$ cat config.mk
export PLATFORM = sky130hd
export DESIGN_NAME = mc_seq_ctrl
export DESIGN_NICKNAME = d
export VERILOG_FILES = /design/src/rtl/mcc_pkg.sv /design/src/rtl/mcc_next.sv /design/src/rtl/mcc_outdec.sv /design/src/rtl/mcc_aluctl.sv /design/src/rtl/mc_seq_ctrl.sv
export SDC_FILE = /design/constraint.sdc
export NUM_CORES = 1
export LEC_CHECK = 0
export BUFFER_PORTS_ARGS = -buffer_cell sky130_fd_sc_hd__clkbuf_2
export CAP_MARGIN = 10
export CORE_MARGIN = 2
export CORE_UTILIZATION = 35
export DETAILED_ROUTE_END_ITERATION = 8
export PLACE_DENSITY = 0.73
export SYNTH_ARGS = -nofsm -noshare
export SYNTH_HDL_FRONTEND = slang
export SYNTH_SLANG_ARGS = --single-unit
$ cat constraint.sdc
create_clock -name clk -period 4 [get_ports clk]
set_input_delay 0 -clock clk [delete_from_list [all_inputs] [get_ports clk]]
set_output_delay 0 -clock clk [all_outputs]
set_load 0.005 [all_outputs]
$ cat src/rtl/mcc_pkg.sv
package mcc_pkg;
  localparam int OP_W     = 6;
  localparam int FN_W     = 6;
  localparam int ALUFN_W  = 4;
  localparam int ST_W     = 4;

  localparam logic [OP_W-1:0] OP_RTYPE = 6'b000000;
  localparam logic [OP_W-1:0] OP_LOAD  = 6'b100011;
  localparam logic [OP_W-1:0] OP_STORE = 6'b101011;
  localparam logic [OP_W-1:0] OP_BEQ   = 6'b000100;
  localparam logic [OP_W-1:0] OP_JUMP  = 6'b000010;

  localparam logic [1:0] AOP_ADD   = 2'b00;
  localparam logic [1:0] AOP_SUB   = 2'b01;
  localparam logic [1:0] AOP_FUNCT = 2'b10;

  typedef enum logic [ST_W-1:0] {
    S_FETCH, S_DECODE, S_ADDR, S_LDRD, S_LDWB, S_STWR,
    S_EXEC, S_RWB, S_BRANCH, S_JUMP
  } state_t;

  typedef struct packed {
    logic       reg_dst_rd;
    logic       rf_we;
    logic       alu_a_sel;
    logic [1:0] alu_b_sel;
    logic       mem_re;
    logic       mem_we;
    logic       rf_from_mem;
    logic       mem_addr_alu;
    logic       ir_we;
    logic       pc_we;
    logic       pc_we_zero;
    logic [1:0] alu_op;
    logic [1:0] pc_src;
  } ctrl_t;
endpackage

$ cat src/rtl/mcc_next.sv
module mcc_next
  import mcc_pkg::*;
#(
  parameter int OPW = OP_W
) (
  input  state_t          cur,
  input  logic [OPW-1:0]  op,
  output state_t          nxt
);
  always_comb begin
    nxt = S_FETCH;
    unique case (cur)
      S_FETCH:  nxt = S_DECODE;
      S_DECODE: begin
        if (op == OP_LOAD || op == OP_STORE) nxt = S_ADDR;
        else if (op == OP_RTYPE)             nxt = S_EXEC;
        else if (op == OP_BEQ)               nxt = S_BRANCH;
        else if (op == OP_JUMP)              nxt = S_JUMP;
        else                                 nxt = S_FETCH;
      end
      S_ADDR:   nxt = (op == OP_LOAD) ? S_LDRD : S_STWR;
      S_LDRD:   nxt = S_LDWB;
      S_EXEC:   nxt = S_RWB;
      default:  nxt = S_FETCH;
    endcase
  end
endmodule

$ cat src/rtl/mcc_outdec.sv
module mcc_outdec
  import mcc_pkg::*;
(
  input  state_t cur,
  output ctrl_t  c
);
  always_comb begin
    c = '0;
    unique case (cur)
      S_FETCH: begin
        c.mem_re    = 1'b1;
        c.ir_we     = 1'b1;
        c.pc_we     = 1'b1;
        c.alu_b_sel = 2'b01;
        c.alu_op    = AOP_ADD;
      end
      S_DECODE: c.alu_b_sel = 2'b11;
      S_ADDR: begin
        c.alu_a_sel = 1'b1;
        c.alu_b_sel = 2'b10;
      end
      S_LDRD: begin
        c.mem_re       = 1'b1;
        c.mem_addr_alu = 1'b1;
      end
      S_LDWB: begin
        c.rf_we       = 1'b1;
        c.rf_from_mem = 1'b1;
      end
      S_STWR: begin
        c.mem_we       = 1'b1;
        c.mem_addr_alu = 1'b1;
      end
      S_EXEC: begin
        c.alu_a_sel = 1'b1;
        c.alu_op    = AOP_FUNCT;
      end
      S_RWB: begin
        c.rf_we      = 1'b1;
        c.reg_dst_rd = 1'b1;
      end
      S_BRANCH: begin
        c.alu_a_sel  = 1'b1;
        c.alu_op     = AOP_SUB;
        c.pc_we_zero = 1'b1;
        c.pc_src     = 2'b01;
      end
      S_JUMP: begin
        c.pc_we  = 1'b1;
        c.pc_src = 2'b10;
      end
      default: c = '0;
    endcase
  end
endmodule

$ cat src/rtl/mcc_aluctl.sv
module mcc_aluctl
  import mcc_pkg::*;
#(
  parameter int FNW = FN_W,
  parameter int AFW = ALUFN_W
) (
  input  logic [1:0]     alu_op,
  input  logic [FNW-1:0] funct,
  output logic [AFW-1:0] alu_fn
);
  localparam logic [AFW-1:0] F_AND = AFW'(4'b0000);
  localparam logic [AFW-1:0] F_OR  = AFW'(4'b0001);
  localparam logic [AFW-1:0] F_ADD = AFW'(4'b0010);
  localparam logic [AFW-1:0] F_SUB = AFW'(4'b0110);
  localparam logic [AFW-1:0] F_SLT = AFW'(4'b0111);

  always_comb begin
    alu_fn = F_ADD;
    if (alu_op == AOP_SUB) alu_fn = F_SUB;
    else if (alu_op == AOP_FUNCT) begin
      case (funct)
        FNW'(6'b100010): alu_fn = F_SUB;
        FNW'(6'b100100): alu_fn = F_AND;
        FNW'(6'b100101): alu_fn = F_OR;
        FNW'(6'b101010): alu_fn = F_SLT;
        default:         alu_fn = F_ADD;
      endcase
    end
  end
endmodule

$ cat src/rtl/mc_seq_ctrl.sv
module mc_seq_ctrl
  import mcc_pkg::*;
(
  input  logic               clk,
  input  logic               rst_n,
  input  logic [OP_W-1:0]    opcode,
  input  logic [FN_W-1:0]    funct,
  output logic               reg_dst_rd,
  output logic               rf_we,
  output logic               alu_a_sel,
  output logic [1:0]         alu_b_sel,
  output logic               mem_re,
  output logic               mem_we,
  output logic               rf_from_mem,
  output logic               mem_addr_alu,
  output logic               ir_we,
  output logic               pc_we,
  output logic               pc_we_zero,
  output logic [1:0]         alu_op,
  output logic [1:0]         pc_src,
  output logic [ALUFN_W-1:0] alu_fn
);
  state_t state_q, state_d;
  ctrl_t  ctl;

  always_ff @(posedge clk or negedge rst_n) begin
    if (!rst_n) state_q <= S_FETCH;
    else        state_q <= state_d;
  end

  mcc_next #(.OPW(OP_W)) u_next (.cur(state_q), .op(opcode), .nxt(state_d));
  mcc_outdec u_dec (.cur(state_q), .c(ctl));
  mcc_aluctl #(.FNW(FN_W), .AFW(ALUFN_W)) u_alu (
    .alu_op(ctl.alu_op), .funct(funct), .alu_fn(alu_fn));

  assign reg_dst_rd   = ctl.reg_dst_rd;
  assign rf_we        = ctl.rf_we;
  assign alu_a_sel    = ctl.alu_a_sel;
  assign alu_b_sel    = ctl.alu_b_sel;
  assign mem_re       = ctl.mem_re;
  assign mem_we       = ctl.mem_we;
  assign rf_from_mem  = ctl.rf_from_mem;
  assign mem_addr_alu = ctl.mem_addr_alu;
  assign ir_we        = ctl.ir_we;
  assign pc_we        = ctl.pc_we;
  assign pc_we_zero   = ctl.pc_we_zero;
  assign alu_op       = ctl.alu_op;
  assign pc_src       = ctl.pc_src;

  AST_FETCH_THEN_DECODE: assert property (@(posedge clk) disable iff (!rst_n)
    ir_we |=> (state_q == S_DECODE && !rf_we && !mem_we && !pc_we));
  AST_RWB_AFTER_EXEC: assert property (@(posedge clk) disable iff (!rst_n)
    (alu_op == AOP_FUNCT) |=> (rf_we && reg_dst_rd));
  AST_LOAD_WB_AFTER_READ: assert property (@(posedge clk) disable iff (!rst_n)
    (mem_re && mem_addr_alu) |=> (rf_we && rf_from_mem));
  AST_STORE_ENDS: assert property (@(posedge clk) disable iff (!rst_n)
    mem_we |=> ir_we);
  AST_BRANCH_ENDS: assert property (@(posedge clk) disable iff (!rst_n)
    pc_we_zero |=> ir_we);
  AST_WRITE_EXCLUSIVE: assert property (@(posedge clk) disable iff (!rst_n)
    !(mem_we && (rf_we || mem_re || pc_we)));
  AST_ALUOP_LEGAL: assert property (@(posedge clk) disable iff (!rst_n)
    alu_op != 2'b11);
endmodule

==> results list <==
* CTS Buf Count: 3
* Antenna diodes: 0
* WP buf/inv: 1
- The initial utilization of the core area, before any placement, comes to 0.3770.
* Slowest stage delay, CP: 0.54 ns
* Final core occ: 0.4995
* Flip-flop and latch count after synthesis: 4
- The max-slew violation total from the final report came to 0.
- In the routed layout, each cell is associated on average with a via count of 5.500.
- Total setup violations reported at the end of the flow: 0
- Of the total synthesized cell area, the portion taken by AND, OR, NAND and NOR gates is 0.4685.
- Across all setup checks in the final design, the least slack found is 1.865 ns.
- Of the cells placed in the final design, the portion with a size suffix greater than 1 is 0.4194.
* Final #Nets: 109
- Overall via count from detail_route: 594
- The average instance in the mapped netlist occupies 7.642 sq um.
- Share of synthesized area spent on multiplexers: 0.02267
- After the first detailed-routing iteration, the DRC count stood at 8.
* Hold WC Path Type: in -> async
* Antenna violations before repair: 0
- Along the worst path, the maximum fanout reaches 13.
- Count of final hold-check violations: 0
- STA classifies the critical path endpoint as an output port.
- Number of distinct library cells after synthesis: 34
- Static leakage: 0.3084 nW
* Total power: 0.2263 mW
- The register with the most flip-flops in the layout has 4 of them.
- The tree is rooted in a sky130_fd_sc_hd__clkbuf_4.
- Registers with the most flip-flops: state_q x4
* Max-cap check violation count: 0
- The total overflow left after global routing is 0.
- After detailed routing, the average wire length per cell comes to 13.13 microns.
- Post-Synth XOR/XNOR Area: 0.07053
* Worst Path Required: 4.00 ns
- Iteration count of the initial detailed-routing pass: 4
- Number of top-level pins: 34
- Number of instances in the synthesized netlist: 65
- Peak Freq: 468.3 MHz
* Crit path arrival time: 2.14 ns
- Final-layout setup total negative slack: 0 ns
- Critical path startpoint category: flop
- From bottom edge to top edge, the die measures 41.67 microns.
* CTS tree: built
- First-pass GRT wire length: 2401 microns
- The congestion estimate from routability-driven global placement came to 0.8159.
* Growth of design area from synthesis to finish: 32.49%
- The die covers 1736 sq um.
- Synth Area in Compound Gates: 0.1209
- Synthesized Nets: 79
* Number of fillers in the final layout: 146
- Cell with the biggest individual delay on the critical path: sky130_fd_sc_hd__or4b_4
- Outcome: finished clean
- CTS saw 4 sinks.
* Largest register by flop count: state_q
- Placeable core region: 1318 sq um
* DRC Markers: 0
- Total power per unit cell area: 343.9 nW/um^2
- By startpoint and endpoint, the worst setup path is classified as reg -> out.
- Walking the worst path, the cells encountered are nand2b_4 -> or4b_4 -> or4b_1 -> clkbuf_2.
* Post-synthesis cell area: 496.7 sq um
- In the global route stage, overall resource usage came out at 0.1752.
- Hold timing on the final database bottoms out at a slack of 0.09671 ns.
- Largest family of logic cells by synthesized area: simple AND/OR/NAND/NOR gates
- The share of the Yosys chip area taken by registers is 0.2015.
- The clock arrives with 0.004003 ns of skew.
- Unrepaired setup endpoints after global routing: false
- Entering global routing, the biggest net connects 14 pins.
- Yosys printed 0 warnings.
* Part of the cycle the worst path needs: 0.5338
- Row Count: 13
- Of the total synthesized cell area, the portion taken by full adders, half adders and majority gates is 0.
- Total of buffers placed on input and output ports: 32
- The via count of the first global-routing pass was 545.
- Longest Clk Path Bufs: 2
- Number of levels the H-tree was split into: 1
- Number of nets with antenna violations after detailed routing: 0
* Die width: 41.67 microns
- Clock-pin slew was measured on the worst setup and hold paths at 0.04 ns.
- Largest voltage drop on the vdd net: 0.2319 mV
- The later pin in the worst-skew pair is clocked with a latency of 0.24 ns.
* Final worst path period need: 2.135 ns
- Summed over all layers, the routed wires come to 1418 microns.
- Prior to clock tree synthesis, the placed netlist has a worst setup slack of 2.124 ns.
- The cell family contributing the most delay on the critical path is simple AND/OR/NAND/NOR gates.
* Post-cts sizing count: 0
- Detailed-placement wirelength estimate: 1140 microns
cells in the mapped netlist:
cell	n	area (sq um)
sky130_fd_sc_hd__a31oi_1	2	12.51
sky130_fd_sc_hd__nand3_1	1	5.000
sky130_fd_sc_hd__nand4b_1	1	8.760
sky130_fd_sc_hd__and3_1	1	6.260
sky130_fd_sc_hd__nor3b_1	1	7.510
sky130_fd_sc_hd__nor2_1	11	41.29
sky130_fd_sc_hd__conb_1	1	3.750
sky130_fd_sc_hd__mux2_2	1	11.26
sky130_fd_sc_hd__nor4_1	4	25.02
sky130_fd_sc_hd__or4b_4	1	13.76
sky130_fd_sc_hd__dfrtp_1	4	100.1
sky130_fd_sc_hd__nand2b_1	2	12.51
sky130_fd_sc_hd__o32ai_1	1	8.760
sky130_fd_sc_hd__buf_2	1	5.000
sky130_fd_sc_hd__or3_1	1	6.260
sky130_fd_sc_hd__or2_1	1	6.260
sky130_fd_sc_hd__a21oi_1	1	5.000
sky130_fd_sc_hd__nor4bb_1	1	10.01
sky130_fd_sc_hd__or4_1	1	7.510
sky130_fd_sc_hd__nand2b_4	2	27.53
sky130_fd_sc_hd__and4_1	1	8.760
sky130_fd_sc_hd__a221oi_1	1	8.760
sky130_fd_sc_hd__buf_6	1	11.26
sky130_fd_sc_hd__o21bai_1	1	7.510
sky130_fd_sc_hd__xnor2_1	3	26.28
sky130_fd_sc_hd__o311ai_1	1	8.760
sky130_fd_sc_hd__a41oi_1	1	8.760
sky130_fd_sc_hd__nand2_1	3	11.26
sky130_fd_sc_hd__clkbuf_1	3	11.26
sky130_fd_sc_hd__buf_4	3	22.52
sky130_fd_sc_hd__or4b_1	1	10.01
sky130_fd_sc_hd__xor2_1	1	8.760
sky130_fd_sc_hd__inv_1	1	3.750
sky130_fd_sc_hd__nor3_1	5	25.02
cell families after synthesis:
logic type      after synthesis
compound gates                8
xor+xnor                      4
buf+inv                       9
flops                         4
mux                           1
other cells                   1
simple gates                 38
layout by cell type (no fill, tap or decap), types with 2 or more instances in the layout:
cell type                  Yosys  routed
sky130_fd_sc_hd__nand2_1       3       3
sky130_fd_sc_hd__clkbuf_2      0      32
sky130_fd_sc_hd__dfrtp_1       4       4
sky130_fd_sc_hd__clkbuf_4      0       3
sky130_fd_sc_hd__nand2b_4      2       2
sky130_fd_sc_hd__nor3_1        5       5
sky130_fd_sc_hd__a31oi_1       2       2
sky130_fd_sc_hd__xnor2_1       3       3
sky130_fd_sc_hd__nor4_1        4       4
sky130_fd_sc_hd__nand2b_1      2       2
sky130_fd_sc_hd__nor2_1       11      11
routing by layer:
layer,GRT usage,part of all wire
met3,0.02174,0.079
met5,0,0
met4,0.09677,0.018
met2,0.3031,0.51
met1,0.2063,0.39
through the flow:
stage | area (sq um) | cells
after global placement | 625.6 | 104
final | 658.1 | 108
after global routing | 658.1 | 108
after detailed placement | 625.6 | 104
after CTS | 658.1 | 108
after floorplan | 496.7 | 65
layout make-up:
type | instances | area, sq um | area share
well taps | 15 | 18.77 | 0.02852
multi-input cells | 52 | 342.8 | 0.5209
clock buffers | 3 | 22.52 | 0.03422
inverters | 1 | 3.754 | 0.005703
flip-flops and latches | 4 | 100.1 | 0.1521
repair buffers | 33 | 170.2 | 0.2586
final timing paths:
check | start | end | slack, ns | cells after the start
max reg2reg | state_q[2]$_DFF_PN0_ | state_q[1]$_DFF_PN0_ | 2.43 | 3
max in group asynchronous | rst_n | state_q[2]$_DFF_PN0_ | 3.77 | 2
max | state_q[0]$_DFF_PN0_ | alu_fn[1] | 1.86 | 4
min in group clk | opcode[4] | state_q[1]$_DFF_PN0_ | 0.10 | 3
min | rst_n | state_q[3]$_DFF_PN0_ | 0.1 | 2
min reg2reg | state_q[3]$_DFF_PN0_ | state_q[0]$_DFF_PN0_ | 0.63 | 1
what timing repair did:
item	in CTS	in global routing
hold endpoints to repair	4	0
hold buffers	1	0
buffers inserted	0	0
power by group:
group	internal [mW]	total, mW	switching (mW)	leakage (nW)
Clock	0.0338	0.0533	0.0195	0.0138
Sequential	0.0469	0.0702	0.0232	0.0535
Combinational	0.0536	0.103	0.0493	0.241
Total	0.134	0.226	0.0921	0.308
(Power assumes the default switching activity.)
